### config.mk
export PLATFORM = sky130hd
export DESIGN_NAME = dualwidth_alu
export DESIGN_NICKNAME = d
export VERILOG_FILES = /design/src/rtl/alu_pkg.sv /design/src/rtl/alu_ctrl.sv /design/src/rtl/alu_datapath.sv /design/src/rtl/dualwidth_alu.sv
export SDC_FILE = /design/constraint.sdc
export NUM_CORES = 1
export LEC_CHECK = 0
export BUFFER_PORTS_ARGS = -buffer_cell sky130_fd_sc_hd__buf_2
export CORE_MARGIN = 2
export CORE_UTILIZATION = 30
export CTS_CLUSTER_SIZE = 24
export DETAILED_ROUTE_END_ITERATION = 16
export MAX_ROUTING_LAYER = met4
export PLACE_DENSITY = 0.5
export SLEW_MARGIN = 20
export SYNTH_ARGS = -nofsm -noshare
export SYNTH_HDL_FRONTEND = slang
export SYNTH_SLANG_ARGS = --single-unit
export TNS_END_PERCENT = 1
### constraint.sdc
create_clock -name clk -period 2.2 [get_ports clk]
set_input_delay 0.11 -clock clk [delete_from_list [all_inputs] [get_ports clk]]
set_output_delay 0.11 -clock clk [all_outputs]
set_load 0.05 [all_outputs]
### src/rtl/alu_pkg.sv
package alu_pkg;

  localparam logic [7:0] OP_ADD = 8'h02;
  localparam logic [7:0] OP_SUB = 8'h03;
  localparam logic [7:0] OP_AND = 8'h04;
  localparam logic [7:0] OP_OR  = 8'h05;
  localparam logic [7:0] OP_XOR = 8'h06;
  localparam logic [7:0] OP_NOT = 8'h07;
  localparam logic [7:0] OP_SHL = 8'h0B;
  localparam logic [7:0] OP_SHR = 8'h0C;
  localparam logic [7:0] OP_CMP = 8'h0D;

  typedef enum logic [2:0] {
    FN_ADD, FN_SUB, FN_AND, FN_OR, FN_XOR, FN_NOT, FN_SHL, FN_SHR
  } aluFn_e;

  // strobes from control to datapath
  typedef struct packed {
    aluFn_e fn;
    logic   flagLoad;
    logic   resWrite;
  } aluCtrl_t;

  typedef struct packed {
    logic carry;
    logic zero;
    logic sign;
    logic overflow;
    logic parity;
  } aluFlags_t;

endpackage

### src/rtl/alu_ctrl.sv
module alu_ctrl
  import alu_pkg::*;
(
  input  logic       opValid,
  input  logic [7:0] opCode,
  output aluCtrl_t   ctrl
);

  logic known;
  logic isCmp;

  always_comb begin
    known   = 1'b1;
    isCmp   = 1'b0;
    ctrl.fn = FN_ADD;
    case (opCode)
      OP_ADD: ctrl.fn = FN_ADD;
      OP_SUB: ctrl.fn = FN_SUB;
      OP_AND: ctrl.fn = FN_AND;
      OP_OR:  ctrl.fn = FN_OR;
      OP_XOR: ctrl.fn = FN_XOR;
      OP_NOT: ctrl.fn = FN_NOT;
      OP_SHL: ctrl.fn = FN_SHL;
      OP_SHR: ctrl.fn = FN_SHR;
      OP_CMP: begin
        ctrl.fn = FN_SUB;
        isCmp   = 1'b1;
      end
      default: known = 1'b0;
    endcase
    ctrl.flagLoad = opValid && known;
    ctrl.resWrite = opValid && known && !isCmp;
  end

endmodule

### src/rtl/alu_datapath.sv
module alu_datapath
  import alu_pkg::*;
#(
  parameter int DATA_W = 8
) (
  input  logic              clk,
  input  logic              rstN,
  input  aluCtrl_t          ctrl,
  input  logic              narrowMode,
  input  logic [DATA_W-1:0] srcA,
  input  logic [DATA_W-1:0] srcB,
  output logic [DATA_W-1:0] result,
  output aluFlags_t         flagsQ
);

  localparam int NARROW_W = DATA_W / 2;
  localparam logic [DATA_W-1:0] WIDE_MASK   = {DATA_W{1'b1}};
  localparam logic [DATA_W-1:0] NARROW_MASK = {{(DATA_W-NARROW_W){1'b0}}, {NARROW_W{1'b1}}};

  logic [DATA_W-1:0] mask;
  logic [DATA_W-1:0] opA;
  logic [DATA_W-1:0] opB;
  logic [DATA_W:0]   addX;
  logic [DATA_W:0]   subX;
  logic [DATA_W:0]   shlX;
  logic [DATA_W:0]   shrX;
  logic [DATA_W-1:0] res;
  logic              aTop;
  logic              bTop;
  logic              rTop;
  logic              carryN;
  logic              overN;
  aluFlags_t         flagsN;

  assign mask = narrowMode ? NARROW_MASK : WIDE_MASK;
  assign opA  = srcA & mask;
  assign opB  = srcB & mask;

  // arithmetic and shift candidates, one extra bit for the carry
  assign addX = {1'b0, opA} + {1'b0, opB};
  assign subX = {1'b0, opA} - {1'b0, opB};
  assign shlX = {1'b0, opA} << opB;
  assign shrX = {opA, 1'b0} >> opB;

  always_comb begin
    carryN = 1'b0;
    overN  = 1'b0;
    res    = '0;
    case (ctrl.fn)
      FN_ADD: begin
        res    = addX[DATA_W-1:0];
        carryN = narrowMode ? addX[NARROW_W] : addX[DATA_W];
      end
      FN_SUB: begin
        res    = subX[DATA_W-1:0];
        carryN = narrowMode ? subX[NARROW_W] : subX[DATA_W];
      end
      FN_AND: res = opA & opB;
      FN_OR:  res = opA | opB;
      FN_XOR: res = opA ^ opB;
      FN_NOT: res = ~opA;
      FN_SHL: begin
        res    = shlX[DATA_W-1:0];
        carryN = narrowMode ? shlX[NARROW_W] : shlX[DATA_W];
      end
      FN_SHR: begin
        res    = shrX[DATA_W:1];
        carryN = shrX[0];
      end
      default: res = '0;
    endcase
    res  = res & mask;
    aTop = narrowMode ? opA[NARROW_W-1] : opA[DATA_W-1];
    bTop = narrowMode ? opB[NARROW_W-1] : opB[DATA_W-1];
    rTop = narrowMode ? res[NARROW_W-1] : res[DATA_W-1];
    if (ctrl.fn == FN_ADD) overN = (aTop == bTop) && (rTop != aTop);
    if (ctrl.fn == FN_SUB) overN = (aTop != bTop) && (rTop != aTop);
  end

  always_comb begin
    flagsN.carry    = carryN;
    flagsN.zero     = (res == '0);
    flagsN.sign     = rTop;
    flagsN.overflow = overN;
    flagsN.parity   = ~^res;
  end

  always_ff @(posedge clk or negedge rstN) begin
    if (!rstN) flagsQ <= '0;
    else if (ctrl.flagLoad) flagsQ <= flagsN;
  end

  assign result = res;

endmodule

### src/rtl/dualwidth_alu.sv
module dualwidth_alu
  import alu_pkg::*;
#(
  parameter int DATA_W = 8
) (
  input  logic              clk,
  input  logic              rstN,
  input  logic              opValid,
  input  logic [7:0]        opCode,
  input  logic              narrowMode,
  input  logic [DATA_W-1:0] srcA,
  input  logic [DATA_W-1:0] srcB,
  output logic [DATA_W-1:0] result,
  output logic              writeEn,
  output logic              flagCarry,
  output logic              flagZero,
  output logic              flagSign,
  output logic              flagOverflow,
  output logic              flagParity
);

  aluCtrl_t  ctrl;
  aluFlags_t flagsQ;

  alu_ctrl u_ctrl (
    .opValid (opValid),
    .opCode  (opCode),
    .ctrl    (ctrl)
  );

  alu_datapath #(.DATA_W(DATA_W)) u_dp (
    .clk        (clk),
    .rstN       (rstN),
    .ctrl       (ctrl),
    .narrowMode (narrowMode),
    .srcA       (srcA),
    .srcB       (srcB),
    .result     (result),
    .flagsQ     (flagsQ)
  );

  assign writeEn      = ctrl.resWrite;
  assign flagCarry    = flagsQ.carry;
  assign flagZero     = flagsQ.zero;
  assign flagSign     = flagsQ.sign;
  assign flagOverflow = flagsQ.overflow;
  assign flagParity   = flagsQ.parity;

endmodule

==> results.sh <==
export IMPL_outcome="complete, but fails checks"
export IMPL_violations="negative setup slack"
export IMPL_fin_ws_ns=-0.349
export IMPL_end_kind="output port"
export IMPL_slew_headroom_pct=60.6
export IMPL_rows=34
export IMPL_powerDensity_mw_per_mm2=333
export IMPL_critPathKind="in -> out"
export IMPL_synth_seq_cells=5
export IMPL_cap_violations=0
export IMPL_post_place_ws_ns=-0.842
export IMPL_cp_start_kind="input pin"
export IMPL_num_vias=3530
export IMPL_grt_max_degree=26
export IMPL_numCtsBuffers=3
export IMPL_setup_viol=9
export IMPL_clock_latency_ns=0.23
export IMPL_io_pins=42
export IMPL_gr_usage_all_layers_pct=24.1
export IMPL_fin_worst_skew_ns=0
export IMPL_netlist_area_mm2=0.00262
export IMPL_drtPass1Iterations=4
export IMPL_htreeDepth=1
export IMPL_io_buffers=41
export IMPL_p_leak_uw=0.00210
export IMPL_async_flop_share_pct=100
export IMPL_wirelength_mm=11.6
export IMPL_cts_sinks=5
export IMPL_cts_root_buffer="clkbuf_8"
export IMPL_dpl_instance_area_mm2=0.00400
export IMPL_syn2layout_area_growth_pct=73.0
export IMPL_ant_nets=0
export IMPL_die_area_mm2=0.00951
export IMPL_grt_pass1_vias=3492
export IMPL_synth_main_ff_cell="dfrtp_1"
export IMPL_crit_slowest_cell="mux4_2"
export IMPL_antenna_found_initial=0
export IMPL_avgSynthCellArea_um2=7.13
export IMPL_design_area_mm2=0.00454
export IMPL_initialDrtViolationCount=218
export IMPL_ir_drop_mv=0.207
export IMPL_dp_hpwl_mm=9.26
export IMPL_clockBufferDepth=2
export IMPL_max_freq_ghz=0.392
export IMPL_final_cells=645
export IMPL_cpMostUsedCell="buf_4"
export IMPL_synth_edff_count=0
export IMPL_routed_via_density=5.47
export IMPL_cp_data_arrival_time_ns=2.44
export IMPL_path_cells="buf_12, nor2b_4, ha_4, buf_4, buf_6, mux4_2, o32a_1, a221o_1, buf_4, buf_4, inv_2, buf_8"
export IMPL_finalHoldViolCount=0
export IMPL_total_power_uw=1510
export IMPL_layout_nets=596
export IMPL_die_w_um=97.5
export IMPL_yosysSeqAreaShare_pct=4.77
export IMPL_grt_pass1_wl_mm=18.1
export IMPL_finalCriticalPeriod_ns=2.55
export IMPL_die_h_um=97.5
export IMPL_post_place_cells=630
export IMPL_regMostFlops="u_dp.flagsQ"
export IMPL_wl_per_cell_um=18.0
export IMPL_drcViolationCount=0
export IMPL_clk_pin_slew_ns=0.04
export IMPL_drive_gt1_share_pct=50.3
export IMPL_cts_tree="done"
export IMPL_syn_inst=368
export IMPL_core_area_mm2=0.00859
export IMPL_finalCritPeriodShare_pct=116
export IMPL_largest_reg_flops=5
export IMPL_yosys_cell_types_count=70
export IMPL_required_ns=2.09
export IMPL_tightest_slew_ns=0.588
export IMPL_rsz0062_at_grt="yes"
export IMPL_hold_path_class="in -> async"
export IMPL_start_util_pct=30.5
export IMPL_slowest_delay_ns=0.46
export IMPL_finalWeightedCongestion=0.962
export IMPL_grt_overflow=0
export IMPL_diodes=0
export IMPL_reg_top3="u_dp.flagsQ (5)"
export IMPL_setup_tns_ns=-1.33
export IMPL_yosysWarningCount=0
export IMPL_nFillCells=834
export IMPL_crit_fanout=7
export IMPL_syn_nets=426
export IMPL_drv_slew=0
cell usage after synthesis (3+ instances only):
master    count  area share (%)
nor4_1        4            0.95
buf_2         5            0.95
o221ai_1      3             1.0
nor3_1       15             2.9
o21ai_0      23             4.4
a21oi_1      32             6.1
a211oi_1      4             1.1
mux4_2        4             3.4
a21o_1        6             1.7
o21a_1        3            0.86
dfrtp_1       5             4.8
xor2_1        5             1.7
xnor2_1       7             2.3
nand3_1       3            0.57
ha_1         28              13
a221oi_1      3             1.0
nor2b_1       5             1.2
nor3b_1       5             1.4
nor2_1       26             3.7
mux2i_1      16             6.1
or2_2         4            0.95
and3b_1       3             1.0
a22oi_1       4             1.1
a311oi_1      3             1.0
o211ai_1      8             2.3
clkbuf_1     17             2.4
or3_1         3            0.72
inv_1        37             5.3
a211o_1       4             1.3
nand2b_1      6             1.4
nand2_1      22             3.1
area by class of cell:
class	instances	area [µm²]	share of cell area [%]
inverter	38	150	3.31
clock buffer	4	45.0	0.993
timing repair buffer	190	1440	31.8
sequential	5	125	2.76
tap	108	135	2.98
multi-input combinational	300	2640	58.2
metal layers:
| metal | vias up | GRT usage [%] | routed length, µm |
|---|---|---|---|
| met1 | 1694 | 29.9 | 4950 |
| met5 | - | - | 0 |
| met4 | 0 | 6.73 | 317 |
| met2 | 104 | 41.6 | 5720 |
| met3 | 33 | 2.66 | 610 |
| li1 | 1699 | - | - |
final timing paths:
path | cells after the start | to | start | slack (ns)
max in group asynchronous | 2 | u_dp.flagsQ[4]$_DFFE_PN0P_ | rstN | 1.81
max | 12 | result[4] | narrowMode | -0.35
min in group clk | 4 | u_dp.flagsQ[4]$_DFFE_PN0P_ | srcB[4] | 0.26
min reg2reg | 2 | u_dp.flagsQ[3]$_DFFE_PN0P_ | u_dp.flagsQ[3]$_DFFE_PN0P_ | 0.50
max reg2reg | 2 | u_dp.flagsQ[4]$_DFFE_PN0P_ | u_dp.flagsQ[4]$_DFFE_PN0P_ | 1.51
min | 2 | u_dp.flagsQ[0]$_DFFE_PN0P_ | rstN | 0.24
metrics by stage:
step	util (%)	hold slack [ns]
after floorplan	-	-0.186
after global placement	46.5	-0.0683
after detailed placement	46.5	-0.0581
after CTS	50.6	0.232
after global routing	52.8	0.262
final	52.8	0.237
critical path, delay by kind of cell:
kind                     cells  cell delay, ns
adder cells (fa/ha/maj)      1            0.24
AO/OA/AOI/OAI                2            0.60
multiplexers                 1            0.46
buffers and inverters        7            0.86
AND/OR/NAND/NOR              1            0.18
cell families after synthesis:
group,Yosys count,share of synthesized area (%)
compound gates,128,34.4
buf+inv,63,9.54
xor+xnor,12,4.01
fa+ha+maj,30,14.9
simple gates,108,22.0
flops,5,4.77
mux,22,10.4
where the power goes:
part           total [µW]  internal (µW)  switching [µW]
combinational        1210            558             649
clock                 179            125            54.3
sequential            126            114            12.2
cells in the final DEF, fill, tap and decap left out, types with 8 or more instances in the layout:
cell type and instances:
o211ai_1 8, buf_6 13, nor3_1 13, o21ai_1 9, buf_2 28, mux2i_1 16
inv_1 29, ha_4 8, nand2_1 22, ha_1 20, o21ai_0 12, buf_4 144
a21oi_1 25, nor2_1 24
timing repair:
action,CTS,global route
hold buffers,1,0
setup endpoints to repair,12,12
endpoints found under the hold margin,5,0
buffers inserted,7,3
pin swaps,29,25
gates resized for setup,65,36
(Power assumes the default switching activity.)
